File: config.mk
export PLATFORM = sky130hd
export DESIGN_NAME = hexpad_scanner
export DESIGN_NICKNAME = d
export VERILOG_FILES = /design/src/rtl/hexpad_pkg.sv /design/src/rtl/hexpad_dp.sv /design/src/rtl/hexpad_ctrl.sv /design/src/rtl/hexpad_scanner.sv
export SDC_FILE = /design/constraint.sdc
export NUM_CORES = 1
export LEC_CHECK = 0
export ABC_AREA = 0
export BUFFER_PORTS_ARGS = -buffer_cell sky130_fd_sc_hd__buf_2
export CAP_MARGIN = 20
export CORE_MARGIN = 10
export CORE_UTILIZATION = 53
export DETAILED_ROUTE_END_ITERATION = 10
export PLACE_DENSITY = 0.84
export SETUP_SLACK_MARGIN = 0.5
export SLEW_MARGIN = 5
export SYNTH_ARGS = -nofsm -noshare
export SYNTH_HDL_FRONTEND = slang
export SYNTH_SLANG_ARGS = --single-unit
export TNS_END_PERCENT = 100
File: constraint.sdc
create_clock -name clk -period 2.06 [get_ports clk]
set_input_delay 0.206 -clock clk [delete_from_list [all_inputs] [get_ports clk]]
set_output_delay 0.206 -clock clk [all_outputs]
set_load 0.05 [all_outputs]
File: src/rtl/hexpad_pkg.sv
package hexpad_pkg;

  // Strobes from control to datapath
  typedef struct packed {
    logic scanStart;  // restart the slot counter, keep select value
    logic stepSel;    // move select one code down, restart slot counter
    logic latchCode;  // capture select value as the key code
    logic loadTimer;  // reload the frame timer with the debounce length
  } dpCmd_t;

  // Status from datapath to control
  typedef struct packed {
    logic slotDone;   // last cycle of the current select slot
    logic keyDown;    // synchronized sense line
    logic timerIdle;  // frame timer at zero
  } dpStat_t;

  typedef enum logic [2:0] {
    ST_IDLE,
    ST_SCAN,
    ST_PRESS_WAIT,
    ST_HOLD_WAIT,
    ST_QUIET_WAIT,
    ST_REPORT
  } scanState_t;

endpackage

File: src/rtl/hexpad_dp.sv
module hexpad_dp
  import hexpad_pkg::*;
#(
  parameter int CODE_W          = 4,
  parameter int SETTLE_CYCLES   = 4,
  parameter int DEBOUNCE_FRAMES = 4,
  parameter int SYNC_STAGES     = 2
) (
  input  logic              clk,
  input  logic              rst,
  input  logic              frameTick,
  input  logic              senseIn,
  input  dpCmd_t            cmd,
  output dpStat_t           stat,
  output logic [CODE_W-1:0] selOut,
  output logic [CODE_W-1:0] keyCode,
  output logic              toneOn
);

  localparam int SETTLE_W = (SETTLE_CYCLES > 1) ? $clog2(SETTLE_CYCLES) : 1;
  localparam int TIMER_W  = $clog2(DEBOUNCE_FRAMES + 1);
  localparam logic [SETTLE_W-1:0] SLOT_LAST = SETTLE_W'(SETTLE_CYCLES - 1);
  localparam logic [TIMER_W-1:0]  TIMER_RELOAD = TIMER_W'(DEBOUNCE_FRAMES);

  // Sense synchronizer
  logic [SYNC_STAGES-1:0] senseSync;

  generate
    if (SYNC_STAGES == 1) begin : g_sync_one
      always_ff @(posedge clk) begin
        if (rst) senseSync <= '0;
        else     senseSync <= senseIn;
      end
    end else begin : g_sync_chain
      always_ff @(posedge clk) begin
        if (rst) senseSync <= '0;
        else     senseSync <= {senseSync[SYNC_STAGES-2:0], senseIn};
      end
    end
  endgenerate

  // Slot counter: select value settles before sampling
  logic [SETTLE_W-1:0] slotCnt;

  always_ff @(posedge clk) begin
    if (rst) begin
      slotCnt <= '0;
    end else if (cmd.scanStart || cmd.stepSel) begin
      slotCnt <= '0;
    end else if (slotCnt != SLOT_LAST) begin
      slotCnt <= slotCnt + SETTLE_W'(1);
    end
  end

  // Select value and captured code
  logic [CODE_W-1:0] selReg;
  logic [CODE_W-1:0] codeReg;

  always_ff @(posedge clk) begin
    if (rst) begin
      selReg  <= '0;
      codeReg <= '0;
    end else begin
      if (cmd.stepSel)   selReg  <= selReg - CODE_W'(1);
      if (cmd.latchCode) codeReg <= selReg;
    end
  end

  // Frame-stepped debounce timer
  logic [TIMER_W-1:0] frameTimer;

  always_ff @(posedge clk) begin
    if (rst) begin
      frameTimer <= '0;
    end else if (cmd.loadTimer) begin
      frameTimer <= TIMER_RELOAD;
    end else if (frameTick && (frameTimer != '0)) begin
      frameTimer <= frameTimer - TIMER_W'(1);
    end
  end

  assign stat.slotDone  = (slotCnt == SLOT_LAST);
  assign stat.keyDown   = senseSync[SYNC_STAGES-1];
  assign stat.timerIdle = (frameTimer == '0);

  assign selOut  = selReg;
  assign keyCode = codeReg;
  assign toneOn  = (frameTimer != '0);

endmodule

File: src/rtl/hexpad_ctrl.sv
module hexpad_ctrl
  import hexpad_pkg::*;
(
  input  logic    clk,
  input  logic    rst,
  input  logic    scanReq,
  input  dpStat_t stat,
  output dpCmd_t  cmd,
  output logic    keyValid
);

  scanState_t state, stateNext;

  always_ff @(posedge clk) begin
    if (rst) state <= ST_IDLE;
    else     state <= stateNext;
  end

  always_comb begin
    stateNext = state;
    cmd       = '0;
    unique case (state)
      ST_IDLE: begin
        if (scanReq) begin
          cmd.scanStart = 1'b1;
          stateNext     = ST_SCAN;
        end
      end
      ST_SCAN: begin
        if (stat.slotDone) begin
          if (stat.keyDown) begin
            cmd.latchCode = 1'b1;
            cmd.loadTimer = 1'b1;
            stateNext     = ST_PRESS_WAIT;
          end else begin
            cmd.stepSel = 1'b1;
          end
        end
      end
      ST_PRESS_WAIT: begin
        if (stat.timerIdle) stateNext = ST_HOLD_WAIT;
      end
      ST_HOLD_WAIT: begin
        // reload on every cycle, including the one that sees release
        cmd.loadTimer = 1'b1;
        if (!stat.keyDown) stateNext = ST_QUIET_WAIT;
      end
      ST_QUIET_WAIT: begin
        if (stat.timerIdle) stateNext = ST_REPORT;
      end
      ST_REPORT: begin
        stateNext = ST_IDLE;
      end
      default: stateNext = ST_IDLE;
    endcase
  end

  assign keyValid = (state == ST_REPORT);

endmodule

File: src/rtl/hexpad_scanner.sv
module hexpad_scanner
  import hexpad_pkg::*;
#(
  parameter int CODE_W          = 4,
  parameter int SETTLE_CYCLES   = 4,
  parameter int DEBOUNCE_FRAMES = 4,
  parameter int SYNC_STAGES     = 2
) (
  input  logic              clk,
  input  logic              rst,
  input  logic              scanReq,
  input  logic              frameTick,
  input  logic              senseIn,
  output logic [CODE_W-1:0] selOut,
  output logic [CODE_W-1:0] keyCode,
  output logic              keyValid,
  output logic              toneOn
);

  dpCmd_t  dpCmd;
  dpStat_t dpStat;

  hexpad_ctrl u_ctrl (
    .clk      (clk),
    .rst      (rst),
    .scanReq  (scanReq),
    .stat     (dpStat),
    .cmd      (dpCmd),
    .keyValid (keyValid)
  );

  hexpad_dp #(
    .CODE_W          (CODE_W),
    .SETTLE_CYCLES   (SETTLE_CYCLES),
    .DEBOUNCE_FRAMES (DEBOUNCE_FRAMES),
    .SYNC_STAGES     (SYNC_STAGES)
  ) u_dp (
    .clk       (clk),
    .rst       (rst),
    .frameTick (frameTick),
    .senseIn   (senseIn),
    .cmd       (dpCmd),
    .stat      (dpStat),
    .selOut    (selOut),
    .keyCode   (keyCode),
    .toneOn    (toneOn)
  );

endmodule

==> flow_metrics.tcl, run 1 <==
set metrics [dict create \
    outcome "finished clean" \
    setup.worst_path.class "flop to flop" \
    boundaryPins 15 \
    rsz0062_at_grt "yes" \
    comb_power_share_pct 32.3 \
    cts.clk_slew.worst_paths_ns 0.10 \
    reg2reg_slack_ns 0.55 \
    max_cap_viol_count 0 \
    grt_pass1_wl_mm 2.92 \
    required_ns 2.28 \
    dr.pass1.iters 5 \
    clk_latency_ns 0.28 \
    power.share.switching_pct 33.8 \
    grt_pass1_vias 677 \
    postPlaceCellArea_um2 941 \
    cts_resized 2 \
    drt_iter0_drc 9 \
    worstHoldPathType "primary input to flop" \
    yosys_warnings 0 \
    die-area_um2 3710 \
    gp_congestion 0.786 \
    ctsHoldBuffers 0 \
    wl_mm 1.73 \
    fp.dieH_um 60.9 \
    clkPwrFrac_pct 23.3 \
    cp_max_fo 8 \
    irDropWorstVdd_mv 0.720 \
    htree_levels 1 \
    ys_seq_elements 18 \
    cts_tree "yes" \
    via_count 727 \
    seq_area_frac_synth_pct 40.7 \
    routedWlPerCell_um 13.7 \
    area_growth_syn_to_layout_pct 12.6 \
    worstMarginPinSlew_ns 0.355 \
    report.final.slew_viol_count 0 \
    clock-sinks 18 \
    layout_common_cells "15 x dfxtp_1, 13 x buf_2, 12 x a21oi_1" \
    synthCells 98 \
    finalNonFillerCells 126 \
    num_rows 14 \
    grt_max_degree 20 \
    antennaDiodeCount 0 \
    setup_tns_ns 0 \
    grt.total_usage_pct 9.99 \
    share_seq_of_total_power_pct 44.5 \
    antenna_found_initial 0 \
    relSlewSlack_pct 75.7 \
    layout_commonest_cell "dfxtp_1" \
    syn_area_um2 886 \
    die_x_um 60.9 \
    drive_gt1_share_pct 25.5 \
    core_um2 1540 \
    synth.avg_cell_area_um2 9.04 \
    hold_violations 0 \
    r2r_end "u_dp.selOut[3]$_SDFFE_PP0P_" \
    max_freq_mhz 663 \
    p_leak_nw 0.385 \
    synth_ff_type "dfxtp_1" \
    grt_overflow 0 \
    drtAntennaViolNets 0 \
    rr_worst_depth 4 \
    start_kind "flop" \
    finalSetupViolCount 0 \
    startpoint "u_dp.slotCnt[0]$_SDFFE_PP0P_" \
    crit_arrival_ns 1.73 \
    finalCriticalPeriod_ns 1.51 \
    initial_utilization_pct 57.5 \
    cp-end-kind "flop" \
    fin_skew_ns 0.00206 \
    final_core_util_pct 64.7 \
    drc 0 \
    synth_fp_nets 107 \
    p_int_w 0.000598 \
    finalPower_w 0.000902 \
    async_flop_share_pct 0 \
    endpoint "u_dp.selOut[3]$_SDFFE_PP0P_" \
    period_share_pct 73.2 \
    dpl.hpwl_mm 1.28 \
    dp_cells 122 \
    synthDistinctLibCells 35 \
    synth-edff-count 0 \
    clock_path_buffers 2 \
    portBuffers 14 \
    fin_area_um2 997 \
    cts_setup_buffers 0 \
    power_density_nw_per_um2 905 \
    routed_via_density 5.77 \
    numCtsBuffers 3 \
    final_nets 120 \
    p_sw_w 0.000305 \
    reg2reg_from "u_dp.slotCnt[0]$_SDFFE_PP0P_" \
    cts-root-buf "clkbuf_4" \
]
==> area by class of cell <==
type                       count  area [um2]
tap                           16        20.0
clock buffer                   4        36.3
fill                         128         544
inverter                       8        30.0
sequential                    18         364
timing repair buffer          14        76.3
multi-input combinational     66         470
==> worst min path at each step <==
stage	start	endpoint	depth (start not counted)
CTS	senseIn	u_dp.senseSync[0]$_SDFF_PP0_	2
floorplan	frameTick	u_dp.frameTimer[1]$_SDFFE_PP0P_	1
finish	senseIn	u_dp.senseSync[0]$_SDFF_PP0_	2
global placement	senseIn	u_dp.senseSync[0]$_SDFF_PP0_	2
global route	senseIn	u_dp.senseSync[0]$_SDFF_PP0_	2
detailed placement	u_dp.senseSync[0]$_SDFF_PP0_	u_dp.senseSync[1]$_SDFF_PP0_	1
==> synth_stat cells, types with 2 or more instances <==
| cell | number | area, um2 |
|---|---|---|
| mux2i_1 | 2 | 20.0 |
| a311oi_1 | 2 | 17.5 |
| nand2b_1 | 2 | 12.5 |
| o21ai_0 | 6 | 30.0 |
| a21oi_1 | 12 | 60.1 |
| ha_1 | 4 | 50.1 |
| a2111oi_0 | 2 | 17.5 |
| dfxtp_1 | 18 | 360 |
| inv_1 | 8 | 30.0 |
| a21o_1 | 2 | 15.0 |
| nor3b_1 | 2 | 15.0 |
| nor2b_1 | 4 | 25.0 |
| nand3_1 | 6 | 30.0 |
| nor2_1 | 7 | 26.3 |
==> logic make-up (layout without fill, tap and decap cells) <==
kind of cell | count (synthesis) | count (layout) | synth area share (%)
AOI/OAI and AO/OA | 31 | 31 | 22.3
xor gates and xnor gates | 1 | 1 | 0.989
adders and majority gates | 4 | 4 | 5.65
buffers and inverters | 14 | 26 | 7.91
DFF | 18 | 18 | 40.7
muxes | 2 | 2 | 2.26
and+or+nand+nor | 28 | 28 | 20.2
==> sequential cells by signal (all words and copies together), names as in the netlist <==
signal,cells
u_ctrl.state,3
u_dp.frameTimer,3
u_dp.keyCode,4
u_dp.selOut,4
u_dp.senseSync,2
u_dp.slotCnt,2
==> power groups by stage <==
stage,clock network [W],logic (W),registers (W)
after floorplan,0,0.000202,0.000400
after global placement,0,0.000235,0.000406
after detailed placement,0,0.000247,0.000408
after CTS,0.000218,0.000272,0.000400
after global routing,0.000235,0.000316,0.000406
final,0.000210,0.000291,0.000401
==> metrics by stage <==
step	hold slack [ns]	setup WS, ns
5_1_grt	0.152	0.462
6_report	0.137	0.551
3_3_place_gp	0.420	0.564
3_5_place_dp	0.424	0.523
2_1_floorplan	0.321	0.527
4_1_cts	0.132	0.502
==> per-layer routing <==
| layer | up-vias | wire length (um) | global-route usage (%) |
|---|---|---|---|
| li1 | 374 | - | - |
| met1 | 336 | 776 | 11.8 |
| met2 | 15 | 841 | 15.9 |
| met3 | 2 | 95 | 3.76 |
| met4 | 0 | 11 | 4.08 |
| met5 | - | 0 | 0 |
==> critical path, cell delays in order, from the launching register on <==
cell	delay, ns
dfxtp_1	0.36
ha_2	0.27
nand4bb_4	0.17
or4_1	0.49
a21oi_1	0.15
(Power assumes the default switching activity.)
==> run 2: changes to the inputs <==
==> constraint.sdc (replaced) <==
create_clock -name clk -period 1.4 [get_ports clk]
set_input_delay 0.14 -clock clk [delete_from_list [all_inputs] [get_ports clk]]
set_output_delay 0.14 -clock clk [all_outputs]
set_load 0.05 [all_outputs]
==> run 2 against run 1 <==
The run now ends with setup timing left. First-iteration DRC count grew to 3.6 times the previous value. Global-route usage is 5.1 points higher. Die area stayed put. Count of clock-buffer cells in the layout is 1 lower. Clock power is 38% higher. Wire length is 110% higher. Register-to-register slack worse by 0.60 ns. Combinational power grew to 2.7 times the previous value. Critical path depth stayed put. Largest cell class unchanged. Highest routed layer unchanged.
==> flow_metrics.tcl, run 2 (synthesized netlist as in run 1, its figures left out) <==
set metrics [dict create \
    outcome "finished with violations" \
    violations "setup timing" \
    clock_path_buffers 2 \
    setup_tns_ns -0.0436 \
    r2r_end "u_dp.slotCnt[1]$_SDFFE_PP0P_" \
    routed_via_density 6.84 \
    clk_latency_ns 0.31 \
    setup_ws_ns -0.0436 \
    gp_congestion 0.735 \
    finalPower_w 0.00167 \
    drc 0 \
    max_freq_mhz 693 \
    power.share.switching_pct 38.0 \
    start_kind "flop" \
    report.final.slew_viol_count 0 \
    cts.clk_slew.worst_paths_ns 0.12 \
    core_um2 1540 \
    via_count 999 \
    grt_pass1_vias 920 \
    finalSetupViolCount 1 \
    n_fill_cell 60 \
    worstHoldPathType "primary input to flop" \
    relSlewSlack_pct 68.7 \
    rr_worst_depth 4 \
    p_leak_nw 0.533 \
    area_growth_syn_to_layout_pct 61.2 \
    cp-end-kind "flop" \
    final_nets 140 \
    finalCriticalPeriod_ns 1.44 \
    cts_tree "yes" \
    comb_power_share_pct 46.7 \
    irDropWorstVdd_mv 1.54 \
    share_seq_of_total_power_pct 36.0 \
    htree_levels 1 \
    min_from "senseIn" \
    multi_input_area_um2 616 \
    whs_endpoint "u_dp.senseSync[0]$_SDFF_PP0_" \
    num_rows 14 \
    drtAntennaViolNets 0 \
    worstMarginPinSlew_ns 0.468 \
    reg2reg_slack_ns -0.04 \
    rsz0062_at_grt "yes" \
    whs_ns 0.0345 \
    reg2reg_from "u_dp.slotCnt[0]$_SDFFE_PP0P_" \
    initial_utilization_pct 57.5 \
    power_density_nw_per_um2 1170 \
    p_int_w 0.00103 \
    hold_path_depth 2 \
    grt.total_usage_pct 15.1 \
    layout_commonest_cell "buf_4" \
    grt_pass1_wl_mm 4.30 \
    wl_mm 3.57 \
    setup.worst_path.class "flop to flop" \
    dpl.hpwl_mm 1.47 \
    numCtsBuffers 3 \
    portBuffers 14 \
    cts-root-buf "clkbuf_4" \
    antenna_found_initial 0 \
    die_x_um 60.9 \
    die-area_um2 3710 \
    dr.pass1.iters 4 \
    layout_common_cells "13 x buf_4, 9 x buf_6, 9 x dfxtp_2" \
    cp_max_fo 5 \
    required_ns 1.56 \
    clkPwrFrac_pct 17.4 \
    crit_slowest_cell "a2111oi_1" \
    fp.dieH_um 60.9 \
    drt_iter0_drc 32 \
    period_share_pct 103 \
    routedWlPerCell_um 24.5 \
    grt_max_degree 20 \
    max_cap_viol_count 0 \
    clock-sinks 18 \
    p_sw_w 0.000633 \
    path_cells "ha_4 > buf_4 > mux2i_1 > a2111oi_1" \
    pre_cts_slack_ns 0.0442 \
    fin_skew_ns 0.00974 \
    drive_gt1_share_pct 63.1 \
    crit_arrival_ns 1.60 \
    regArea_um2 394 \
    antennaDiodeCount 0 \
    slowest_delay_ns 0.49 \
    boundaryPins 15 \
    hold_violations 0 \
    grt_overflow 0 \
]
==> run 2: cell types whose count changed in the layout (fill, tap and decap cells not counted), moves of 3 or more <==
cell / before / now
buf_8: 0 / 8
dfxtp_1: 15 / 3
o21ai_1: 0 / 3
a21oi_1: 12 / 7
dfxtp_4: 0 / 6
o21ai_0: 6 / 2
dfxtp_2: 3 / 9
buf_4: 0 / 13
buf_2: 13 / 4
a21oi_2: 0 / 4
buf_6: 1 / 9
nand3_2: 0 / 4
inv_1: 8 / 5
nand3_1: 6 / 2
==> run 2: layer usage <==
| metal | up-vias | track usage, % | routed length (um) |
|---|---|---|---|
| li1 | 420 | - | - |
| met1 | 479 | 16.6 | 1260 |
| met2 | 73 | 25.8 | 1800 |
| met3 | 27 | 3.34 | 323 |
| met4 | 0 | 9.09 | 190 |
| met5 | - | 0 | 0 |
==> run 2: final cells by class <==
type                    instances  area share, %
clock buffers                   3           1.58
clock inverters                 1          0.263
inverters                       8           2.28
multi-input cells              66           43.1
flip-flops and latches         18           27.6
well taps                      16           1.40
repair buffers                 34           23.8
==> run 2: worst max-delay path by stage <==
stage,slack (ns),end,depth (start not counted),from
2_1_floorplan,0.05,u_dp.selOut[3]$_SDFFE_PP0P_,3,u_dp.selOut[1]$_SDFFE_PP0P_
3_3_place_gp,0.11,u_dp.selOut[3]$_SDFFE_PP0P_,3,u_dp.selOut[1]$_SDFFE_PP0P_
3_5_place_dp,0.04,u_dp.slotCnt[1]$_SDFFE_PP0P_,4,u_ctrl.state[2]$_SDFFE_PP0P_
4_1_cts,0.06,u_dp.selOut[3]$_SDFFE_PP0P_,3,u_dp.selOut[1]$_SDFFE_PP0P_
5_1_grt,-0.10,u_dp.slotCnt[1]$_SDFFE_PP0P_,4,u_dp.slotCnt[0]$_SDFFE_PP0P_
6_report,-0.04,u_dp.slotCnt[1]$_SDFFE_PP0P_,4,u_dp.slotCnt[0]$_SDFFE_PP0P_
==> run 2: power groups by stage <==
stage                     Clock (W)  Sequential (W)  Combinational (W)
after floorplan                   0        0.000600           0.000376
after global placement            0        0.000604           0.000441
after detailed placement          0        0.000607           0.000461
after CTS                  0.000277        0.000591           0.000640
after global routing       0.000315        0.000602           0.000808
final                      0.000289        0.000600           0.000778
==> run 2: through the flow <==
step / instance area (um2) / utilization (%) / std cells
after floorplan: 973 / - / 98
after global placement: 1050 / 68.0 / 127
after detailed placement: 1050 / 68.0 / 127
after CTS: 1300 / 84.5 / 141
after global routing: 1430 / 92.6 / 146
final: 1430 / 92.6 / 146
==> run 2: repair_timing <==
item | 4_1_cts | 5_1_grt
gates resized for setup | 51 | 24
setup buffers | 10 | 5
pin swaps | 7 | 7
hold endpoints to repair | 0 | 0
hold buffers | 0 | 0
cloned | 0 | 0
setup endpoints to repair | 26 | 26
==> run 2: worst max-delay path, delay by kind of cell (launching register included) <==
| family | cells | cell delay [ns] |
|---|---|---|
| compound gates | 1 | 0.49 |
| flops | 1 | 0.36 |
| fa+ha+maj | 1 | 0.19 |
| buf+inv | 1 | 0.15 |
| mux | 1 | 0.12 |
==> run 3: changes to the inputs <==
--- a/config.mk
+++ b/config.mk
@@ -5,8 +5,8 @@
 export SDC_FILE = /design/constraint.sdc
 export NUM_CORES = 1
 export LEC_CHECK = 0
-export ABC_AREA = 0
-export BUFFER_PORTS_ARGS = -buffer_cell sky130_fd_sc_hd__buf_2
+export ABC_AREA = 1
+export BUFFER_PORTS_ARGS = -buffer_cell sky130_fd_sc_hd__buf_4
 export CAP_MARGIN = 20
 export CORE_MARGIN = 10
 export CORE_UTILIZATION = 53
==> run 3 against run 2 <==
The run now ends clean. Core utilization shrank 8.6 points. First-iteration DRC count is the same. Count of clock-buffer cells in the layout grew 1. Critical path depth grew 3. Sequential cell count is the same. Clock skew grew 0.0070 ns. Register-to-register slack gained 0.18 ns. Critical endpoint is now u_dp.frameTimer[2]$_SDFFE_PP0P_.
==> flow_metrics.tcl, run 3 <==
set metrics [dict create \
    worstMarginPinSlew_ns 0.402 \
    rsz0062_at_grt "yes" \
    portBuffers 14 \
    core_um2 1560 \
    drt_iter0_drc 32 \
    ys_seq_elements 18 \
    yosys_warnings 0 \
    power_density_nw_per_um2 1670 \
    final_nets 159 \
    drive_gt1_share_pct 51.0 \
    n_fill_cell 80 \
    synth-edff-count 0 \
    seq_area_frac_synth_pct 40.2 \
    routed_via_density 5.39 \
    antenna_found_initial 0 \
    max_cap_viol_count 0 \
    start_kind "flop" \
    grt_pass1_wl_mm 3.97 \
    cts-root-buf "clkbuf_4" \
    dr.pass1.iters 4 \
    synth_fp_nets 134 \
    synth.avg_cell_area_um2 7.18 \
    crit_arrival_ns 1.46 \
    dpl.hpwl_mm 1.50 \
    boundaryPins 15 \
    clock-sinks 18 \
    gp_congestion 0.858 \
    syn_area_um2 897 \
    required_ns 1.59 \
    crit_buf_inv 2 \
    hold_violations 0 \
    slowest_delay_ns 0.35 \
    drtAntennaViolNets 0 \
    num_rows 14 \
    antennaDiodeCount 0 \
    path_cells "inv_2 > ha_4 > a21oi_4 > nand2_1 > xor2_1 > o21ai_1 > inv_1" \
    fin_skew_ns 0.0167 \
    setup.worst_path.class "flop to flop" \
    outcome "finished clean" \
    max_freq_mhz 790 \
    initial_utilization_pct 57.5 \
    clk_latency_ns 0.30 \
    postPlaceCellArea_um2 1090 \
    synthCells 125 \
    cp-end-kind "flop" \
    grt_pass1_vias 869 \
    crit_slowest_cell "dfxtp_2" \
    cp_top_family "flip-flops" \
    grt_max_degree 11 \
    clock_path_buffers 2 \
    fin_area_um2 1310 \
    worstHoldPathType "primary input to flop" \
    irDropWorstVdd_mv 1.67 \
    finalCriticalPeriod_ns 1.27 \
    finalSetupViolCount 0 \
    yosys.area.top_type "dfxtp_1" \
    synthDistinctLibCells 18 \
    synth_common_cells "24 x nand2_1, 20 x inv_1, 18 x dfxtp_1" \
    ctsHoldBuffers 0 \
    grt.total_usage_pct 14.1 \
    htree_levels 1 \
    setup_tns_ns 0 \
    report.final.slew_viol_count 0 \
    relSlewSlack_pct 73.2 \
    fp.dieH_um 61.1 \
    numCtsBuffers 3 \
    wl_mm 2.53 \
    synthTopCellsByArea "dfxtp_1 40%, nand2_1 10%, inv_1 8.4%, a21oi_1 5.6%, ha_1 5.6%" \
    synth_top_area_share_pct 40.2 \
    cp_max_fo 3 \
    area_growth_syn_to_layout_pct 46.0 \
    layout_common_cells "17 x inv_1, 17 x nand2_1, 10 x nor2_1, 10 x buf_4, 10 x dfxtp_2" \
    die_x_um 61.1 \
    grt_overflow 0 \
    p_leak_nw 0.578 \
    routedWlPerCell_um 15.4 \
    die-area_um2 3740 \
    cts_tree "yes" \
    whs_ns 0.0432 \
    via_count 890 \
    drc 0 \
    cts.clk_slew.worst_paths_ns 0.11 \
    synth_ff_type "dfxtp_1" \
    async_flop_share_pct 0 \
    synth.most_common_cell "nand2_1" \
    period_share_pct 90.5 \
]
-- run 3: cell count changes after synthesis, moves of 3 or more --
| cell | before | now |
|---|---|---|
| nor2_4 | 0 | 3 |
| nor2b_1 | 4 | 0 |
| nor2_2 | 0 | 5 |
| o21ai_1 | 0 | 3 |
| nor2_1 | 7 | 13 |
| inv_1 | 8 | 20 |
| inv_2 | 0 | 4 |
| nand2_1 | 1 | 24 |
-- run 3: logic make-up after synthesis --
kind of cell	count (synthesis)	synth area share [%]
buffers and inverters	24	10.0
AND/OR/NAND/NOR	57	30.7
flip-flops	18	40.2
XOR/XNOR	3	2.93
AO/OA/AOI/OAI	19	10.6
adder cells (fa/ha/maj)	4	5.58
-- run 3: layout make-up --
| type | instances | area, um2 | share of cell area, % |
|---|---|---|---|
| Multi-Input combinational cell | 83 | 562 | 42.9 |
| Sequential cell | 18 | 392 | 29.9 |
| Timing Repair Buffer | 20 | 218 | 16.6 |
| Inverter | 24 | 92.6 | 7.07 |
| Clock buffer | 4 | 26.3 | 2.01 |
| Tap cell | 16 | 20.0 | 1.53 |
-- run 3: power by group --
part	internal [W]	total (W)	switching, W
Sequential	0.000620	0.000720	0.000100
Clock	0.000111	0.000277	0.000166
Combinational	0.000459	0.00119	0.000736
-- run 3: per-stage QoR --
step	total power [W]	utilization, %	setup slack, ns	cells
floorplan	0.00152	-	0.241	125
global placement	0.00167	69.7	0.0817	155
detailed placement	0.00170	69.7	0.0870	155
CTS	0.00212	81.6	0.157	164
global route	0.00234	84.0	0.0606	165
finish	0.00219	84.0	0.134	165
-- run 3: final timing paths --
check	startpoint	to	slack [ns]	cells past startpoint
min	rst	u_dp.selOut[0]$_SDFFE_PP0P_	0.04	2
max	u_dp.frameTimer[0]$_SDFFE_PP0P_	u_dp.frameTimer[2]$_SDFFE_PP0P_	0.13	7
max reg2reg	u_dp.frameTimer[0]$_SDFFE_PP0P_	u_dp.frameTimer[2]$_SDFFE_PP0P_	0.13	7
min reg2reg	u_dp.senseSync[0]$_SDFF_PP0_	u_dp.senseSync[1]$_SDFF_PP0_	0.45	2
-- run 3: worst reg2reg max path, cell delays in order, from the launching register on --
cell	delay [ns]
dfxtp_2	0.35
inv_2	0.05
ha_4	0.18
a21oi_4	0.15
nand2_1	0.09
xor2_1	0.15
o21ai_1	0.14
inv_1	0.06
-- run 3: what timing repair did --
action / CTS / global route
gates cloned: 0 / 0
setup endpoints to repair: 26 / 26
pin swaps: 5 / 5
hold endpoints to repair: 0 / 0
setup buffers: 5 / 1
gates resized for setup: 43 / 9
-- run 3: per-layer routing --
layer	part of all wire, %	GRT usage [%]
met3	7.9	4.73
met4	1.7	5.86
met1	39	15.4
met5	0	0
met2	52	24.4
